<file path="src/rtl/bdsr_pkg.sv">
package bdsr_pkg;

    // Action chosen for one rising edge.
    typedef enum logic [2:0] {
        ACT_IDLE       = 3'd0,
        ACT_RIGHT_FEED = 3'd1,
        ACT_RIGHT_RING = 3'd2,
        ACT_LEFT_FEED  = 3'd3,
        ACT_LEFT_RING  = 3'd4
    } shift_act_e;

endpackage

</file>
<file path="src/rtl/bdsr_mode_dec.sv">
module bdsr_mode_dec
    import bdsr_pkg::*;
(
    input  logic       rst,
    input  logic       dir_left,
    input  logic       feed_ext,
    input  logic       hold,
    output shift_act_e act
);

    always_comb begin
        act = ACT_IDLE;
        unique casez ({rst, hold, dir_left, feed_ext})
            4'b1???: act = ACT_IDLE;
            4'b01??: act = ACT_IDLE;
            4'b0001: act = ACT_RIGHT_FEED;
            4'b0000: act = ACT_RIGHT_RING;
            4'b0011: act = ACT_LEFT_FEED;
            4'b0010: act = ACT_LEFT_RING;
            default: act = ACT_IDLE;
        endcase
    end

endmodule

</file>
<file path="src/rtl/bdsr_stage_bank.sv">
module bdsr_stage_bank
    import bdsr_pkg::*;
#(
    parameter int STAGES = 32
) (
    input  logic              clk,
    input  logic              rst,
    input  shift_act_e        act,
    input  logic              sin_right,
    input  logic              sin_left,
    output logic [STAGES-1:0] stg
);

    // Bit index 0 is stage 1, index LAST is the far end.
    localparam int LAST = STAGES - 1;

    logic              entry_bit;
    logic [STAGES-1:0] nxt;

    // Bit entering the open end of the register.
    always_comb begin
        entry_bit = 1'b0;
        unique case (act)
            ACT_RIGHT_FEED: entry_bit = sin_right;
            ACT_RIGHT_RING: entry_bit = stg[LAST];
            ACT_LEFT_FEED:  entry_bit = sin_left;
            ACT_LEFT_RING:  entry_bit = stg[0];
            default:        entry_bit = 1'b0;
        endcase
    end

    for (genvar i = 0; i < STAGES; i++) begin : g_stage
        logic from_lower;
        logic from_upper;

        if (i == 0) begin : g_first
            assign from_lower = entry_bit;
        end else begin : g_mid_lo
            assign from_lower = stg[i-1];
        end

        if (i == LAST) begin : g_last
            assign from_upper = entry_bit;
        end else begin : g_mid_hi
            assign from_upper = stg[i+1];
        end

        always_comb begin
            nxt[i] = stg[i];
            unique case (act)
                ACT_RIGHT_FEED,
                ACT_RIGHT_RING: nxt[i] = from_lower;
                ACT_LEFT_FEED,
                ACT_LEFT_RING:  nxt[i] = from_upper;
                default:        nxt[i] = stg[i];
            endcase
        end
    end

    always_ff @(posedge clk) begin
        if (rst) begin
            stg <= '0;
        end else begin
            stg <= nxt;
        end
    end

endmodule

</file>
<file path="src/rtl/bdsr_end_taps.sv">
module bdsr_end_taps (
    input  logic clk,
    input  logic rst,
    input  logic first_bit,
    input  logic last_bit,
    output logic sout_left,
    output logic sout_right
);

    // The ends are sampled half a cycle after the shift edge.
    always_ff @(negedge clk) begin
        if (rst) begin
            sout_left  <= 1'b0;
            sout_right <= 1'b0;
        end else begin
            sout_left  <= first_bit;
            sout_right <= last_bit;
        end
    end

endmodule

</file>
<file path="src/rtl/bidir_ring_shifter.sv">
module bidir_ring_shifter
    import bdsr_pkg::*;
#(
    parameter int STAGES = 32
) (
    input  logic clk,
    input  logic rst,
    input  logic dir_left,
    input  logic feed_ext,
    input  logic hold,
    input  logic sin_right,
    input  logic sin_left,
    output logic sout_left,
    output logic sout_right
);

    localparam int LAST = STAGES - 1;

    shift_act_e        act;
    logic [STAGES-1:0] stg;

    bdsr_mode_dec u_dec (
        .rst      (rst),
        .dir_left (dir_left),
        .feed_ext (feed_ext),
        .hold     (hold),
        .act      (act)
    );

    bdsr_stage_bank #(.STAGES(STAGES)) u_bank (
        .clk       (clk),
        .rst       (rst),
        .act       (act),
        .sin_right (sin_right),
        .sin_left  (sin_left),
        .stg       (stg)
    );

    bdsr_end_taps u_taps (
        .clk        (clk),
        .rst        (rst),
        .first_bit  (stg[0]),
        .last_bit   (stg[LAST]),
        .sout_left  (sout_left),
        .sout_right (sout_right)
    );

endmodule

</file>
<file path="config.mk">
export PLATFORM = sky130hd
export DESIGN_NAME = bidir_ring_shifter
export DESIGN_NICKNAME = d
export VERILOG_FILES = /design/src/rtl/bdsr_pkg.sv /design/src/rtl/bdsr_mode_dec.sv /design/src/rtl/bdsr_stage_bank.sv /design/src/rtl/bdsr_end_taps.sv /design/src/rtl/bidir_ring_shifter.sv
export SDC_FILE = /design/constraint.sdc
export NUM_CORES = 1
export LEC_CHECK = 0
export CAP_MARGIN = 20
export CORE_MARGIN = 8
export CORE_UTILIZATION = 63
export DETAILED_ROUTE_END_ITERATION = 12
export PLACE_DENSITY = 0.83
export SLEW_MARGIN = 0
export SYNTH_ARGS = -nofsm -noshare
export SYNTH_HDL_FRONTEND = slang
export SYNTH_SLANG_ARGS = --single-unit
</file>
<file path="constraint.sdc">
create_clock -name clk -period 2.1 [get_ports clk]
set_input_delay 0.525 -clock clk [delete_from_list [all_inputs] [get_ports clk]]
set_output_delay 0.525 -clock clk [all_outputs]
set_load 0.01 [all_outputs]
</file>
==> flow_summary.toml <==
[power_and_ir_drop]
p_switching_mw = 0.327
peakVddDrop_v = 0.000562
internal-power_mw = 0.968
clockPowerShare_pct = 31.6
p_seq_share_pct = 55.4
switching_share_pct = 25.3
power_leakage_nw = 0.739
powerDensity_nw_per_um2 = 738
p_comb_share_pct = 13.0

[critical_path]
critPathArrivalTime_ns = 1.84
critPathKind = "reg2out"
path_cells = "buf_2"
slowest_stage = "dfxtp_1"
reg2reg_from = "u_bank.stg[31]$_SDFFE_PP0P_"
timing.rr.end = "u_taps.sout_right$_SDFF_NP0_"
reg2reg_depth = 1
crit_family = "flip-flops"
cp-start-kind = "flop"
reg2reg_slack_ns = 0.48
crit_buf_inv = 1
cpPeakStageDelay_ns = 0.30
crit_path_end_kind = "primary output"
cp.required_ns = 1.57
crit_fanout = 1

[global_route]
grt_max_degree = 35
grt_pass1_vias = 1109
grt_util_all_layers_pct = 14.3
grt_pass1_wl_mm = 5.05
overflow = 0
grt_antenna_before_repair = 0

[timing]
skew_ns = 0.0475
worst_pin_slew_ns = 0.575
rsz0062_at_grt = "true"
whs_ns = 0.536
setup_slack_ns = -0.262
finalHoldViolCount = 0
setup_viol_count_final = 2
slew-limit-headroom_pct = 61.7
setup_tns_ns = -0.515
slew_viol_final = 0

[floorplanning]
die_area_um2 = 4550
die_h_um = 67.4
num_io_pins = 9
start_util_pct = 66.7
std_cell_rows = 18
die_w_um = 67.4
core_um2 = 2500

[place]
gp_congestion = 0.688
port-buffer-count = 8
placed_area_um2 = 1700
dp.cells = 183
hpwlAfterDp_mm = 1.93

[synth]
syn_area_per_cell_um2 = 11.0
synth.cell_area_um2 = 1670
ys_seq_elements = 34
synth.distinct_cells = 18
synth_cells = 151
syn_nets = 158
yosys_warnings = 0
yosysSeqAreaShare_pct = 40.8

[clock_network]
postCtsHoldBufs = 0
cts_tree = "done"
ctsLongestPathBuffers = 2
clk_pin_slew_ns = 0.10
h-tree-depth = 2
cts_resized = 8
clkSinkCount = 34
cts_setup_buffers = 0
cts-buffers-inserted = 5
clkLatencyLatePin_ns = 0.37
cts_root_buffer = "clkbuf_4"

[hold_path]
min_to = "u_bank.stg[25]$_SDFFE_PP0P_"
worstHoldPathCells = 2
hold_class = "reg2reg"
worstHoldStart = "u_bank.stg[25]$_SDFFE_PP0P_"

[routing]
via_per_inst = 5.85
vias = 1123
routed_wl_mm = 2.86
detail_route.wl_per_cell_um = 14.9
firstDrtPassIters = 4
ant_nets = 0
drc = 0
drt_iter0_drc = 67

[final_layout]
drive_gt1_share_pct = 11.7
antenna_cells = 0
syn2layout_area_growth_pct = 5.26
final_area_um2 = 1750
fin_cells = 192
fin_nets = 168

[run_status]
violations = "negative setup slack"
status = "complete, but fails checks"

[run]
cap_viol_max_count = 0
==> stage by stage <==
stage | utilization (%) | setup WS, ns | total power [mW]
after floorplan | - | 0.194 | 0.881
after global placement | 67.9 | -0.291 | 0.898
after detailed placement | 67.9 | -0.307 | 0.910
after CTS | 70.2 | -0.280 | 1.31
after global routing | 70.2 | -0.305 | 1.36
final | 70.2 | -0.262 | 1.30
==> flip-flops by register name, indices dropped and copies added (netlist names) <==
register / cells
u_taps.sout_right: 1
u_taps.sout_left: 1
u_bank.stg: 32
==> synth_stat cells, drive strengths merged <==
cell type | n | area [µm²]
nor2b | 21 | 131
clkbuf | 3 | 31.3
nor3 | 1 | 5.00
a211oi | 30 | 225
and2b | 11 | 82.6
dlymetal6s2s | 1 | 12.5
a221o | 2 | 20.0
mux2i | 30 | 300
inv | 2 | 7.51
buf | 11 | 119
nor3b | 1 | 7.51
dfxtp | 34 | 681
mux2 | 2 | 22.5
nor4b | 1 | 8.76
and4bb | 1 | 12.5
==> worst max path at each step <==
stage	from	to	slack, ns	cells past startpoint
floorplan	u_taps.sout_left$_SDFF_NP0_	sout_left	0.19	0
global placement	u_taps.sout_left$_SDFF_NP0_	sout_left	-0.29	1
detailed placement	u_taps.sout_left$_SDFF_NP0_	sout_left	-0.31	1
CTS	u_taps.sout_left$_SDFF_NP0_	sout_left	-0.28	1
global route	u_taps.sout_left$_SDFF_NP0_	sout_left	-0.30	1
finish	u_taps.sout_left$_SDFF_NP0_	sout_left	-0.26	1
==> power by group through the flow <==
stage	Sequential (mW)	Clock [mW]	Combinational [mW]
3_3_place_gp	0.728	0.00895	0.161
2_1_floorplan	0.721	0.00895	0.151
4_1_cts	0.717	0.420	0.169
6_report	0.717	0.409	0.169
3_5_place_dp	0.732	0.00895	0.169
5_1_grt	0.723	0.452	0.187
==> logic make-up (layout without fill, tap and decap cells) <==
| group | count (synthesis) | after routing | synth area share [%] |
|---|---|---|---|
| DFF | 34 | 34 | 40.8 |
| AOI/OAI and AO/OA | 32 | 32 | 14.7 |
| muxes | 32 | 32 | 19.4 |
| and+or+nand+nor | 36 | 36 | 14.9 |
| buffers and inverters | 17 | 28 | 10.2 |
==> metal layers <==
metal / routed length [µm] / up-vias / track usage [%]
li1: - / 574 / -
met1: 1430 / 529 / 17.8
met2: 1280 / 16 / 21.6
met3: 106 / 4 / 6.13
met4: 36 / 0 / 4.70
met5: 0 / - / 0
==> cell usage in the layout, fill, tap and decap left out <==
| cell | netlist | layout |
|---|---|---|
| buf_4 | 0 | 8 |
| clkbuf_4 | 0 | 5 |
| nor4b_1 | 1 | 1 |
| inv_1 | 2 | 3 |
| clkdlybuf4s50_1 | 0 | 5 |
| clkbuf_1 | 1 | 1 |
| buf_12 | 3 | 1 |
| mux2i_1 | 30 | 30 |
| bufinv_8 | 0 | 1 |
| nor3b_1 | 1 | 1 |
| a211oi_1 | 30 | 30 |
| nor2b_1 | 21 | 21 |
| mux2_1 | 2 | 2 |
| a221o_1 | 2 | 2 |
| and4bb_1 | 1 | 1 |
| buf_2 | 5 | 3 |
| nor3_1 | 1 | 1 |
| dfxtp_1 | 34 | 34 |
| clkinv_2 | 0 | 1 |
| and2b_1 | 11 | 11 |
==> layout make-up <==
cell class | count | area [µm²]
Clock buffer | 6 | 41.3
Clock inverter | 4 | 30.0
Fill cell | 179 | 746
Inverter | 1 | 3.75
Multi-Input combinational cell | 100 | 816
Sequential cell | 34 | 681
Tap cell | 30 | 37.5
Timing Repair Buffer | 17 | 145
Note: power is estimated with default switching activity, not from simulation.
